### src/rtl/dglt_pkg.sv
package dglt_pkg;

  // Effective window length: zero is treated as one, anything above the maximum is capped.
  function automatic int clamp_len(input int w, input int maxw);
    if (w < 1) return 1;
    if (w > maxw) return maxw;
    return w;
  endfunction

  // Ones needed to exceed this value for a '1' vote.
  function automatic int vote_limit(input int n);
    return n / 2;
  endfunction

  // Flags of the ping-pong buffer.
  typedef struct packed {
    logic full;
    logic fill;
    logic ready;
  } pp_flags_t;

endpackage

### src/rtl/dglt_window.sv
module dglt_window
  import dglt_pkg::*;
#(
  parameter int MAXW = 15
) (
  input  logic                            clk,
  input  logic                            rst_n,
  input  logic                            stb,
  input  logic                            din,
  input  logic [$clog2(MAXW+1)-1:0]       len,
  output logic                            vote_o,
  output logic                            vote_next_o,
  output logic                            accept_o,
  output logic                            clear_o,
  output logic                            leave_o,
  output logic [$clog2(MAXW+2)-1:0]       cnt_o,
  output logic [MAXW:0]                   sh_o,
  output logic [$clog2(MAXW+1)-1:0]       eff_o
);

  localparam int SHW = MAXW + 1;
  localparam int LW  = $clog2(MAXW + 1);
  localparam int CW  = $clog2(MAXW + 2);
  localparam int IW  = $clog2(SHW);

  logic [LW-1:0]  len_q;
  logic [LW-1:0]  eff;
  logic [SHW-1:0] sh_q, sh_n, mask;
  logic [CW-1:0]  cnt_q, cnt_n;
  logic           vote_q, vote_n;
  logic           leave, clear, accept;

  always_comb begin
    eff = LW'(clamp_len(int'(len_q), MAXW));
    for (int i = 0; i < SHW; i++) begin
      mask[i] = (i < int'(eff));
    end
  end

  assign clear  = (len != len_q);
  assign accept = stb && !clear;
  assign leave  = sh_q[IW'(eff) - IW'(1)];

  always_comb begin
    cnt_n  = cnt_q - CW'(leave) + CW'(din);
    sh_n   = ((sh_q << 1) | SHW'(din)) & mask;
    vote_n = (cnt_n > CW'(vote_limit(int'(eff))));
  end

  always_ff @(posedge clk) begin
    if (!rst_n) begin
      len_q  <= '0;
      sh_q   <= '0;
      cnt_q  <= '0;
      vote_q <= 1'b0;
    end else if (clear) begin
      len_q  <= len;
      sh_q   <= '0;
      cnt_q  <= '0;
      vote_q <= 1'b0;
    end else if (accept) begin
      sh_q   <= sh_n;
      cnt_q  <= cnt_n;
      vote_q <= vote_n;
    end
  end

  assign vote_o      = vote_q;
  assign vote_next_o = vote_n;
  assign accept_o    = accept;
  assign clear_o     = clear;
  assign leave_o     = leave;
  assign cnt_o       = cnt_q;
  assign sh_o        = sh_q;
  assign eff_o       = eff;

endmodule

### src/rtl/dglt_pingpong.sv
module dglt_pingpong
  import dglt_pkg::*;
#(
  parameter int ROWW = 32
) (
  input  logic            clk,
  input  logic            rst_n,
  input  logic            wr,
  input  logic            din,
  input  logic            ack,
  input  logic            rd_sel,
  output logic [ROWW-1:0] rd_word,
  output pp_flags_t       flags_o,
  output logic            wrap_o
);

  localparam int PW = $clog2(ROWW);

  logic [PW-1:0] ptr_q;
  pp_flags_t     fl_q;
  logic          wrap;
  logic [ROWW-1:0] row_word [2];

  assign wrap = wr && (ptr_q == PW'(ROWW - 1));

  for (genvar r = 0; r < 2; r++) begin : g_row
    logic [ROWW-1:0] bits_q;
    always_ff @(posedge clk) begin
      if (!rst_n) begin
        bits_q <= '0;
      end else if (wr && (fl_q.fill == 1'(r))) begin
        bits_q[ptr_q] <= din;
      end
    end
    assign row_word[r] = bits_q;
  end

  always_ff @(posedge clk) begin
    if (!rst_n) begin
      ptr_q <= '0;
      fl_q  <= '0;
    end else begin
      if (wr) begin
        ptr_q <= wrap ? '0 : ptr_q + PW'(1);
      end
      if (wrap) begin
        fl_q.fill  <= ~fl_q.fill;
        fl_q.ready <= fl_q.fill;
        fl_q.full  <= 1'b1;
      end else if (ack) begin
        fl_q.full  <= 1'b0;
      end
    end
  end

  assign rd_word = rd_sel ? row_word[1] : row_word[0];
  assign flags_o = fl_q;
  assign wrap_o  = wrap;

endmodule

### src/rtl/vote_deglitch.sv
module vote_deglitch
  import dglt_pkg::*;
#(
  parameter int MAXW = 15,
  parameter int ROWW = 32
) (
  input  logic                      clk,
  input  logic                      rst_n,
  input  logic                      smp_stb,
  input  logic                      raw_bit,
  input  logic [$clog2(MAXW+1)-1:0] win_len,
  input  logic                      full_ack,
  input  logic                      rd_row,
  output logic                      clean_bit,
  output logic [ROWW-1:0]           rd_word,
  output logic                      fill_row,
  output logic                      ready_row,
  output logic                      row_full
);

  localparam int LW = $clog2(MAXW + 1);
  localparam int CW = $clog2(MAXW + 2);

  // Internal events brought out for the checker.
  logic            win_accept;
  logic            win_clear;
  logic            leave_bit;
  logic            vote_next;
  logic            buf_wrap;
  logic [CW-1:0]   cnt_w;
  logic [MAXW:0]   sh_w;
  logic [LW-1:0]   eff_w;
  pp_flags_t       flags_w;

  dglt_window #(.MAXW(MAXW)) win_i (
    .clk         (clk),
    .rst_n       (rst_n),
    .stb         (smp_stb),
    .din         (raw_bit),
    .len         (win_len),
    .vote_o      (clean_bit),
    .vote_next_o (vote_next),
    .accept_o    (win_accept),
    .clear_o     (win_clear),
    .leave_o     (leave_bit),
    .cnt_o       (cnt_w),
    .sh_o        (sh_w),
    .eff_o       (eff_w)
  );

  dglt_pingpong #(.ROWW(ROWW)) buf_i (
    .clk     (clk),
    .rst_n   (rst_n),
    .wr      (win_accept),
    .din     (vote_next),
    .ack     (full_ack),
    .rd_sel  (rd_row),
    .rd_word (rd_word),
    .flags_o (flags_w),
    .wrap_o  (buf_wrap)
  );

  assign fill_row  = flags_w.fill;
  assign ready_row = flags_w.ready;
  assign row_full  = flags_w.full;

endmodule

### config.mk
export PLATFORM = sky130hd
export DESIGN_NAME = vote_deglitch
export DESIGN_NICKNAME = d
export VERILOG_FILES = /design/src/rtl/dglt_pkg.sv /design/src/rtl/dglt_window.sv /design/src/rtl/dglt_pingpong.sv /design/src/rtl/vote_deglitch.sv
export SDC_FILE = /design/constraint.sdc
export NUM_CORES = 1
export LEC_CHECK = 0
export ABC_AREA = 1
export BUFFER_PORTS_ARGS = -buffer_cell sky130_fd_sc_hd__buf_2
export CAP_MARGIN = 0
export CORE_MARGIN = 3
export CORE_UTILIZATION = 60
export DETAILED_ROUTE_END_ITERATION = 10
export PLACE_DENSITY = 0.8
export SYNTH_ARGS = -nofsm -noshare
export SYNTH_HDL_FRONTEND = slang
export SYNTH_SLANG_ARGS = --single-unit
### constraint.sdc
create_clock -name clk -period 5.5 [get_ports clk]
set_clock_uncertainty 0.15 [all_clocks]
set_input_delay 0.275 -clock clk [delete_from_list [all_inputs] [get_ports clk]]
set_output_delay 0.275 -clock clk [all_outputs]
set_load 0.1 [all_outputs]
# Word-level counts from Yosys, hierarchy flattened
# Cells that the tools add are included.
# classes
n_eq_ne	2
mux	13
magnitude_cmp	20
bitwise	4
addsub	4
n_reduce_logical	8
# op_table
cell	count
32-bit bitwise mux	2
32-bit 2-to-1 mux	1
4-bit less-than comparator, first input constant	7
16-bit by 15-bit AND with 16-bit output	1
3-bit by 4-bit less-than comparator with 1-bit output, first input constant	4
16-bit by 1-bit OR with 16-bit output	1
1-bit by 4-bit less-than comparator with 1-bit output, first input constant	2
2-bit by 4-bit less-than comparator with 1-bit output, first input constant	2
5-bit by 6-bit less-than comparator with 1-bit output, second input constant	1
1-bit 2-to-1 mux	6
5-bit by 1-bit adder with 5-bit output	1
5-bit by 1-bit adder with 5-bit output, second input constant	1
1-bit demux with 5-bit select	1
5-bit equality test, second input constant	1
5-bit by 1-bit >= comparator with 1-bit output, second input constant	1
5-bit by 3-bit greater-than comparator with 1-bit output	1
1-bit logical AND	5
4-bit by 5-bit less-than comparator with 1-bit output, second input constant	1
5-bit 2-to-1 mux	1
5-bit by 1-bit subtractor with 5-bit output	1
1-bit binary-select mux with 4-bit select	1
4-bit by 1-bit less-than comparator with 1-bit output, second input constant	1
4-bit 2-to-1 mux	1
4-bit != test	1
5 further kinds	6
# totals
output_inout_bits	36
input_bits	10
register_bits	98

# Depth between registers and ports, before layout
# Gate-level depths: netlist of the first run.
# logic_depth
word_depth	10
depth_mapped	27
depth_no_buf	25

# Hierarchy
# Synthesis of the first run repeated with hierarchy kept, for this count alone.
# unflattened
cells_unflattened	766
area_unflattened_um2	5447.7
# by_module_without_submodules
module	seq_area_each_um2	cells_per_inst	n_inst	area_each_um2
dglt_pingpong	1441.4	540	1	3818.7
dglt_window	500.5	226	1	1629.1

# Worst setup path before layout of the first run
# No wires, ideal clock.
# synth_path
path_kind	register -> register
startpoint	reg win_i.len_q[3]
endpoint	reg buf_i.g_row[0].bits_q[0]
path_stages_with_launch	27
t_arrival_ns	3.959
synth_period_minus_slack_ns	4.223
setup_slack_ns	1.277
path_buffers	2
setup_ns	0.113
cell_sequence	dfxtp_1 > nor2_1 > nand2_1 > nand2_2 > inv_1 > ha_1 > inv_1 > nor2_1 > nor2_1 > inv_1 > nand3_1 > nand3_1 > nand2_1 > inv_1 > ha_1 > inv_1 > ha_1 > fa_1 > xor2_1 > ha_1 > a21o_1 > o21ai_0 > nand3_1 > buf_2 > buf_1 > nor2_1 > nor2_1
# synth_via
elab_chain_len	10
elab_cells_between_ends	15
classes_between	add/sub (3); order compare (2); eq/ne (1); mux (6); reduce/logical (3)
# synth_lines
element	line_no	source
start: declaration	dglt_window.sv:26	logic [LW-1:0] len_q;
start signal: assignment	dglt_window.sv:57	len_q <= len;
4-bit by 1-bit less-than comparator with 1-bit output	dglt_pkg.sv:5	if (w < 1) return 1;
1-bit 2-to-1 mux	dglt_pkg.sv:5	
4-bit 2-to-1 mux *	dglt_pkg.sv:6	if (w > maxw) return maxw;
4-bit by 1-bit subtractor with 4-bit output *	dglt_window.sv:42	assign leave = sh_q[IW'(eff) - IW'(1)];
1-bit binary-select mux with 4-bit select *	dglt_window.sv:42	
1-bit 2-to-1 mux (implied by the code) *	dglt_window.sv:42	
5-bit by 1-bit subtractor with 5-bit output *	dglt_window.sv:45	cnt_n = cnt_q - CW'(leave) + CW'(din);
5-bit by 1-bit adder with 5-bit output *	dglt_window.sv:45	
named net win_i.cnt_n[2]	dglt_window.sv:29	logic [CW-1:0] cnt_q, cnt_n;
5-bit by 3-bit greater-than comparator with 1-bit output *	dglt_window.sv:47	vote_n = (cnt_n > CW'(vote_limit(int'(eff))));
32-bit bitwise mux *	dglt_pingpong.sv:32	bits_q[ptr_q] <= din;
end signal: indexed assignment	dglt_pingpong.sv:32	
end: declaration	dglt_pingpong.sv:27	logic [ROWW-1:0] bits_q;
# The timed path passes the listed nets; every way through them passes the cells marked *. The select of a mux whose other input is x is not followed.
# A chain may end at the register's enable or synchronous reset.

# Worst setup path after layout of the first run
# layout_path
startpoint	reg win_i.len_q[3]
endpoint	reg buf_i.g_row[1].bits_q[11]
# layout_via
elab_chain_len	10
elab_cells_between_ends	15
classes_between	add/sub (3); order compare (2); eq/ne (1); mux (6); reduce/logical (3)
# layout_lines
element	line_no
4-bit by 1-bit less-than comparator with 1-bit output	dglt_pkg.sv:5
1-bit 2-to-1 mux	dglt_pkg.sv:5
4-bit 2-to-1 mux *	dglt_pkg.sv:6
4-bit by 1-bit subtractor with 4-bit output *	dglt_window.sv:42
1-bit binary-select mux with 4-bit select *	dglt_window.sv:42
1-bit 2-to-1 mux (implied by the code) *	dglt_window.sv:42
5-bit by 1-bit subtractor with 5-bit output *	dglt_window.sv:45
5-bit by 1-bit adder with 5-bit output *	dglt_window.sv:45
named net win_i.cnt_n[2]	dglt_window.sv:29
5-bit by 3-bit greater-than comparator with 1-bit output *	dglt_window.sv:47
32-bit bitwise mux *	dglt_pingpong.sv:32
end signal: indexed assignment	dglt_pingpong.sv:32
end: declaration	dglt_pingpong.sv:27
# Marks and branches as above.

==> results of run 1 <==
[placed cells by master, fill, tap and decap left out, drive strengths merged]
| master | netlist | final |
|---|---|---|
| nand2 | 210 | 210 |
| nor2 | 182 | 182 |
| inv | 108 | 108 |
| dfxtp | 97 | 97 |
| nand4 | 65 | 65 |
| o21ai | 55 | 55 |
| buf | 32 | 54 |
| nand3 | 40 | 40 |
| a21oi | 28 | 28 |
| ha | 15 | 15 |
| clkbuf | 18 | 10 |
| clkinv | 2 | 6 |
| dlygate4sd3 | 0 | 5 |
| xor2 | 4 | 4 |
| xnor2 | 3 | 3 |
| nor3 | 2 | 2 |
| bufinv | 0 | 2 |
| a21o | 1 | 1 |
| or2 | 1 | 1 |
| a21boi | 1 | 1 |
| fa | 1 | 1 |
[logic make-up (layout without fill, tap and decap cells)]
kind of cell / count (synthesis) / count (layout) / synth area share
and+or+nand+nor: 500 / 500 / 0.4090
adders and majority gates: 16 / 16 / 0.03688
xor gates and xnor gates: 7 / 7 / 0.01089
DFF: 97 / 97 / 0.3448
AOI/OAI and AO/OA: 85 / 85 / 0.07643
buffers and inverters: 160 / 185 / 0.1220
[registers in the layout, indices dropped and copies added, names as in the netlist]
signal / count
buf_i.ptr_q: 5
win_i.vote_o: 1
win_i.sh_o: 15
win_i.cnt_o: 5
win_i.len_q: 4
buf_i.flags_o: 3
buf_i.g_row.bits_q: 64
[final cells by class]
cell class                 count  area, sq um
multi-input combinational    608         3015
fill                         783         2844
sequential                    97         1942
inverter                     110        412.9
timing repair buffer          59        355.3
clock buffer                  10        137.6
tap                          108        135.1
clock inverter                 6        91.34
[through the flow]
step / total power, uW / std cells / setup WS (ns) / util
4_1_cts: 1477 / 998 / 0.5024 / 0.6808
3_5_place_dp: 953.5 / 977 / 0.5331 / 0.6496
5_1_grt: 1538 / 998 / 0.04164 / 0.6817
6_report: 1475 / 998 / 0.5255 / 0.6817
3_3_place_gp: 947.9 / 977 / 0.7594 / 0.6496
2_1_floorplan: 893.7 / 865 / 1.277 / -
[what timing repair did]
| action | in CTS | in global routing |
|---|---|---|
| setup endpoints to repair | 0 | 10 |
| hold buffers | 5 | 0 |
| hold endpoints to repair | 5 | 0 |
| gates resized for setup | 0 | 1 |
[critical path, cell delays in order (launching register included)]
cell	delay, ns
sky130_fd_sc_hd__dfxtp_1	0.37
sky130_fd_sc_hd__nor2_1	0.29
sky130_fd_sc_hd__nand2_1	0.27
sky130_fd_sc_hd__nand2_2	0.24
sky130_fd_sc_hd__inv_1	0.07
sky130_fd_sc_hd__ha_1	0.23
sky130_fd_sc_hd__inv_1	0.09
sky130_fd_sc_hd__nor2_1	0.05
sky130_fd_sc_hd__nor2_1	0.19
sky130_fd_sc_hd__inv_1	0.08
sky130_fd_sc_hd__nand3_1	0.09
sky130_fd_sc_hd__nand3_1	0.08
sky130_fd_sc_hd__nand2_1	0.07
sky130_fd_sc_hd__inv_1	0.04
sky130_fd_sc_hd__ha_1	0.26
sky130_fd_sc_hd__inv_1	0.04
sky130_fd_sc_hd__ha_1	0.20
sky130_fd_sc_hd__fa_1	0.41
sky130_fd_sc_hd__xor2_1	0.24
sky130_fd_sc_hd__ha_1	0.30
sky130_fd_sc_hd__a21o_1	0.17
sky130_fd_sc_hd__o21ai_0	0.28
sky130_fd_sc_hd__nand3_4	0.24
sky130_fd_sc_hd__buf_4	0.25
sky130_fd_sc_hd__nor2_1	0.11
sky130_fd_sc_hd__nor2_1	0.06
[power groups by stage]
stage | sequential [uW] | combinational (uW) | clock (uW)
final | 709 | 238 | 528
after floorplan | 726 | 168 | 0
after global routing | 710 | 262 | 566
after detailed placement | 725 | 228 | 0
after CTS | 709 | 232 | 536
after global placement | 725 | 223 | 0
[how the worst max path moves through the flow]
stage | startpoint | end | slack (ns) | cells past startpoint
2_1_floorplan | win_i.len_q[3] | buf_i.g_row[0].bits_q[0] | 1.28 | 26
3_3_place_gp | win_i.len_q[3] | buf_i.g_row[0].bits_q[17] | 0.76 | 25
3_5_place_dp | win_i.len_q[3] | buf_i.g_row[0].bits_q[16] | 0.53 | 25
4_1_cts | win_i.len_q[3] | buf_i.g_row[0].bits_q[16] | 0.50 | 25
5_1_grt | win_i.len_q[3] | buf_i.g_row[0].bits_q[16] | 0.04 | 25
6_report | win_i.len_q[3] | buf_i.g_row[1].bits_q[11] | 0.53 | 25
[metal layers]
metal  GRT usage  wire, um  vias up
li1            -         -     2769
met1      0.3197      5763     2537
met2      0.4741      6680      189
met3     0.04601       805       17
met4     0.08566       188        0
met5           0         0        -
==> results_dict.tcl, run 1 <==
set metrics [dict create \
    drive_above_1_share 0.1236 \
    design_internal_power_uw 1044 \
    ys.flop_type "sky130_fd_sc_hd__dfxtp_1" \
    worst_case_vdd_ir_drop_mv 0.1514 \
    initial_detailed_routing_violation_count 215 \
    rows 34 \
    share_of_yosys_cell_area_claimed_by_the_top_area_cell_type 0.3448 \
    design.die.area_sq_um 10580 \
    maxCapViolCount 0 \
    dpl_cell_area_sq_um 5803 \
    synth_async_sr_flop_share 0 \
    grt_residual_overflow 0 \
    finalMaxSlewViolations 0 \
    postLayoutCellArea_sq_um 6090 \
    worst_pin_slew_ns 1.067 \
    setup.reg_to_reg.worst_slack_ns 0.53 \
    netSwitchingPower_uw 430.8 \
    global_route.usage.total 0.2643 \
    finalCritPeriodShare 0.9045 \
    total_leakage_power_uw 0.002929 \
    syn_avg_cell_area_sq_um 6.511 \
    final.setup.tns_ns 0 \
    cts_sinks 97 \
    timing.hold.worst.start "raw_bit" \
    timing_hold_violations_final 0 \
    tritoncts "built" \
    worst_hold_slack_after_final_layout_ns 0.1987 \
    run_status "finished clean" \
    sw_frac_of_total 0.2921 \
    syn_area_sq_um 5632 \
    detail_route.vias_per_cell 5.523 \
    max-slew-margin-rel 0.2888 \
    yosys_warnings 0 \
    vias 5512 \
    synthesis.nets 891 \
    startpoint_type "flip-flop" \
    post_cts_setup_inserts 0 \
    yosys.cell_count.top_type "sky130_fd_sc_hd__nand2_1" \
    synth_sequential_area_ratio 0.3448 \
    period_minus_slack_ns 4.974 \
    number_of_synthesized_register_bits 97 \
    worst_ep_required_time_ns 5.62 \
    top_post_synthesis_cells_by_area "sky130_fd_sc_hd__dfxtp_1, sky130_fd_sc_hd__nand2_1, sky130_fd_sc_hd__nor2_1" \
    powerDensity_nw_per_um2 242.2 \
    start_util 0.6304 \
    power_frac_seq 0.481 \
    cts-htree-levels 3 \
    clock_power_share 0.358 \
    worst_hold_path.endpoint "win_i.sh_o[0]" \
    combPwrFrac 0.162 \
    numPortBuffers 45 \
    timing.fmax_mhz 201.0 \
    worst-setup-path-type "flip-flop to flip-flop" \
    io_pins 46 \
    die_height_um 102.9 \
    rr_startpoint "win_i.len_q[3]" \
    rr_endpoint "buf_i.g_row[1].bits_q[11]" \
    tritonroute_pass_1_iters 5 \
    tritoncts.num_buffers 9 \
    cts_max_path_buffers 2 \
    detail_route.wl_per_cell_um 13.46 \
    critPathCaptureType "flip-flop" \
    critPathArrivalTime_ns 5.09 \
    postRouteWirelength_mm 13.44 \
    synthDominantAreaCellType "sky130_fd_sc_hd__dfxtp_1" \
    rsz0062_at_grt "false" \
    clock_insertion_delay_worst_skew_ns 0.37 \
    antenna_violations_before_repair 0 \
    drt_drc_violations_left 0 \
    distinct_cell_type_count_after_synthesis 28 \
    worstPathMaxFanout 15 \
    chipWidth_um 102.9 \
    syn2layout_area_growth_pct 8.132 \
    first_global_vias 5319 \
    r2r.worst_path.cells 25 \
    synth-edff-count 0 \
    setup_viol_count_final 0 \
    cts.reportedPaths.clkPinSlew_ns 0.10 \
    gp_routability_congestion 0.9795 \
    grt_max_degree 77 \
    synthCells 865 \
    floorplan.core_area_sq_um 8934 \
    cts_root_buf "sky130_fd_sc_hd__clkbuf_8" \
    ys_top_cells_by_count "sky130_fd_sc_hd__nand2_1, sky130_fd_sc_hd__nor2_1, sky130_fd_sc_hd__inv_1" \
    insertedDiodeCount 0 \
    worst_hold_path.num_cells 4 \
    ant_nets 0 \
    post_dp_hpwl_mm 8.828 \
    finish.net_count 911 \
    grt_first_pass_wirelength_mm 23.05 \
    hold_path.class "primary input to flip-flop" \
]
Power figures use the tool's default switching activity.
==> run 2: changes to the inputs <==
- RECOVER_POWER: not set -> 100
==> run 2 against run 1 <==
Compared with the run above: the flow now finishes with violations (max-capacitance violations, max-slew violations); critical path type unchanged; final area decreased by 0.99%; clock power hardly changed; routed wire length grew 0.26%; maximum frequency rose by 0.14%; highest routed layer unchanged; worst hold slack better by 0.033 ns; register-to-register slack barely moved.
==> results_dict.tcl, run 2 (same netlist as run 1, synthesis figures left out) <==
set metrics [dict create \
    run_status "complete, but fails checks" \
    violations "max-capacitance violations, max-slew violations" \
    vias 5472 \
    die_height_um 102.9 \
    worst_setup_path_endpoint "buf_i.g_row[1].bits_q[2]" \
    final.setup.tns_ns 0 \
    grt_first_pass_wirelength_mm 23.05 \
    rsz0062_at_grt "false" \
    cp-startpoint "win_i.len_q[3]" \
    critPathArrivalTime_ns 5.08 \
    dpl_cell_area_sq_um 5803 \
    timing.hold.worst.start "raw_bit" \
    postRouteWirelength_mm 13.47 \
    worst_case_vdd_ir_drop_mv 0.1511 \
    rows 34 \
    worstPathMaxFanout 29 \
    start_util 0.6304 \
    cell_at_the_slowest_stage_of_the_critical_path "sky130_fd_sc_hd__fa_1" \
    rr_endpoint "buf_i.g_row[1].bits_q[2]" \
    drt_drc_violations_left 0 \
    startpoint_type "flip-flop" \
    floorplan.core_area_sq_um 8934 \
    cts_sinks 97 \
    layout.cells.most_common_list "sky130_fd_sc_hd__nand2_1, sky130_fd_sc_hd__nor2_1, sky130_fd_sc_hd__inv_1" \
    timing.fmax_mhz 201.3 \
    worst_ep_required_time_ns 5.61 \
    max_ffs_per_register 64 \
    io_pins 46 \
    grt_residual_overflow 0 \
    initial_detailed_routing_violation_count 202 \
    slowest_delay_ns 0.40 \
    layout_commonest_cell "sky130_fd_sc_hd__nand2_1" \
    chipWidth_um 102.9 \
    cts_root_buf "sky130_fd_sc_hd__clkbuf_8" \
    setup.reg_to_reg.worst_slack_ns 0.53 \
    slack_of_the_critical_path_ns 0.5324 \
    timing_hold_violations_final 0 \
    grt_max_degree 77 \
    postLayoutCellArea_sq_um 6030 \
    maxCapViolCount 2 \
    hold_path.class "primary input to flip-flop" \
    total_leakage_power_uw 0.002766 \
    powerDensity_nw_per_um2 243.7 \
    cts-htree-levels 3 \
    period_minus_slack_ns 4.968 \
    largest_register "buf_i.g_row.bits_q" \
    ant_nets 0 \
    first_global_vias 5319 \
    finalCritPeriodShare 0.9032 \
    worst-path-stages 25 \
    syn2layout_area_growth_pct 7.065 \
    cts.reportedPaths.clkPinSlew_ns 0.09 \
    global_route.usage.total 0.2643 \
    critPathCaptureType "flip-flop" \
    rr_startpoint "win_i.len_q[3]" \
    clock_insertion_delay_worst_skew_ns 0.37 \
    critPathBufInv 6 \
    design.die.area_sq_um 10580 \
    path_delay_family "simple AND/OR/NAND/NOR gates" \
    tritonroute_pass_1_iters 5 \
    post_cts_setup_inserts 0 \
    finish.net_count 911 \
    antenna_violations_before_repair 0 \
    post_dp_hpwl_mm 8.828 \
    fill_cells 804 \
    gp_routability_congestion 0.9795 \
    max-slew-margin-rel -1.162 \
    r2r.worst_path.cells 25 \
    cts_max_path_buffers 2 \
    detail_route.vias_per_cell 5.483 \
    detail_route.wl_per_cell_um 13.50 \
    drive_above_1_share 0.07978 \
    numPortBuffers 45 \
    setup_viol_count_final 0 \
    tritoncts "built" \
    tritoncts.num_buffers 9 \
    finalMaxSlewViolations 138 \
    worst-setup-path-type "flip-flop to flip-flop" \
    final_core_utilization 0.6749 \
    insertedDiodeCount 0 \
    worst_pin_slew_ns 3.243 \
    placement.setup.worst_slack_ns 0.5331 \
]
run 2: cell count changes in the layout (fill, tap and decap cells not counted), sizes merged:
cell	previous run	this run
clkbuf	10	47
buf	54	17
run 2: cell type report:
type / count / area [sq um] / area share
inverter: 110 / 412.9 / 0.06848
timing repair buffer: 59 / 297.8 / 0.04939
multi-input combinational: 608 / 3013 / 0.4997
clock inverter: 6 / 91.34 / 0.01515
tap: 108 / 135.1 / 0.02241
clock buffer: 10 / 137.6 / 0.02283
sequential: 97 / 1942 / 0.3221
run 2: per-layer routing:
| layer | GRT usage | part of all wire | up-vias |
|---|---|---|---|
| li1 | - | - | 2768 |
| met1 | 0.3197 | 0.43 | 2518 |
| met2 | 0.4741 | 0.49 | 166 |
| met3 | 0.04601 | 0.057 | 20 |
| met4 | 0.08566 | 0.015 | 0 |
| met5 | 0 | 0 | - |
run 2: worst register-to-register path: stages (launching register included):
cell,delay (ns)
sky130_fd_sc_hd__dfxtp_1,0.37
sky130_fd_sc_hd__nor2_1,0.29
sky130_fd_sc_hd__nand2_1,0.27
sky130_fd_sc_hd__nand2_2,0.24
sky130_fd_sc_hd__inv_1,0.07
sky130_fd_sc_hd__ha_1,0.23
sky130_fd_sc_hd__inv_1,0.09
sky130_fd_sc_hd__nor2_1,0.05
sky130_fd_sc_hd__nor2_1,0.19
sky130_fd_sc_hd__inv_1,0.08
sky130_fd_sc_hd__nand3_1,0.09
sky130_fd_sc_hd__nand3_1,0.08
sky130_fd_sc_hd__nand2_1,0.07
sky130_fd_sc_hd__inv_1,0.04
sky130_fd_sc_hd__ha_1,0.26
sky130_fd_sc_hd__inv_1,0.04
sky130_fd_sc_hd__ha_1,0.20
sky130_fd_sc_hd__fa_1,0.41
sky130_fd_sc_hd__xor2_1,0.24
sky130_fd_sc_hd__ha_1,0.30
sky130_fd_sc_hd__a21o_1,0.17
sky130_fd_sc_hd__o21ai_0,0.28
sky130_fd_sc_hd__nand3_4,0.23
sky130_fd_sc_hd__buf_6,0.26
sky130_fd_sc_hd__nor2_1,0.13
sky130_fd_sc_hd__nor2_1,0.06
run 2: metrics by stage:
step	power (uW)	hold WS, ns	std cells
after floorplan	893.7	0.2185	865
after global placement	947.9	0.3005	977
after detailed placement	953.5	0.3105	977
after CTS	1477	0.1889	998
after global routing	1530	0.2531	998
final	1469	0.2322	998
run 2: worst min path at each step:
stage / cells after the start / end / slack (ns)
final: 4 / win_i.sh_o[0] / 0.23
after global placement: 2 / win_i.cnt_o[0] / 0.30
after CTS: 4 / win_i.sh_o[0] / 0.19
after global routing: 4 / win_i.sh_o[0] / 0.25
after detailed placement: 2 / win_i.cnt_o[0] / 0.31
after floorplan: 2 / win_i.len_q[0] / 0.22
run 2: power breakdown:
group	internal (uW)	switching, uW	leakage (uW)
Combinational	62.2	168	0.00187
Sequential	705	3.70	0.000782
Clock	270	260	0.000116
run 2: timing repair:
item / 4_1_cts / 5_1_grt
endpoints found under the setup margin: 0 / 10
endpoints found under the hold margin: 5 / 0
gates resized for setup: 0 / 1
hold buffers: 5 / 0
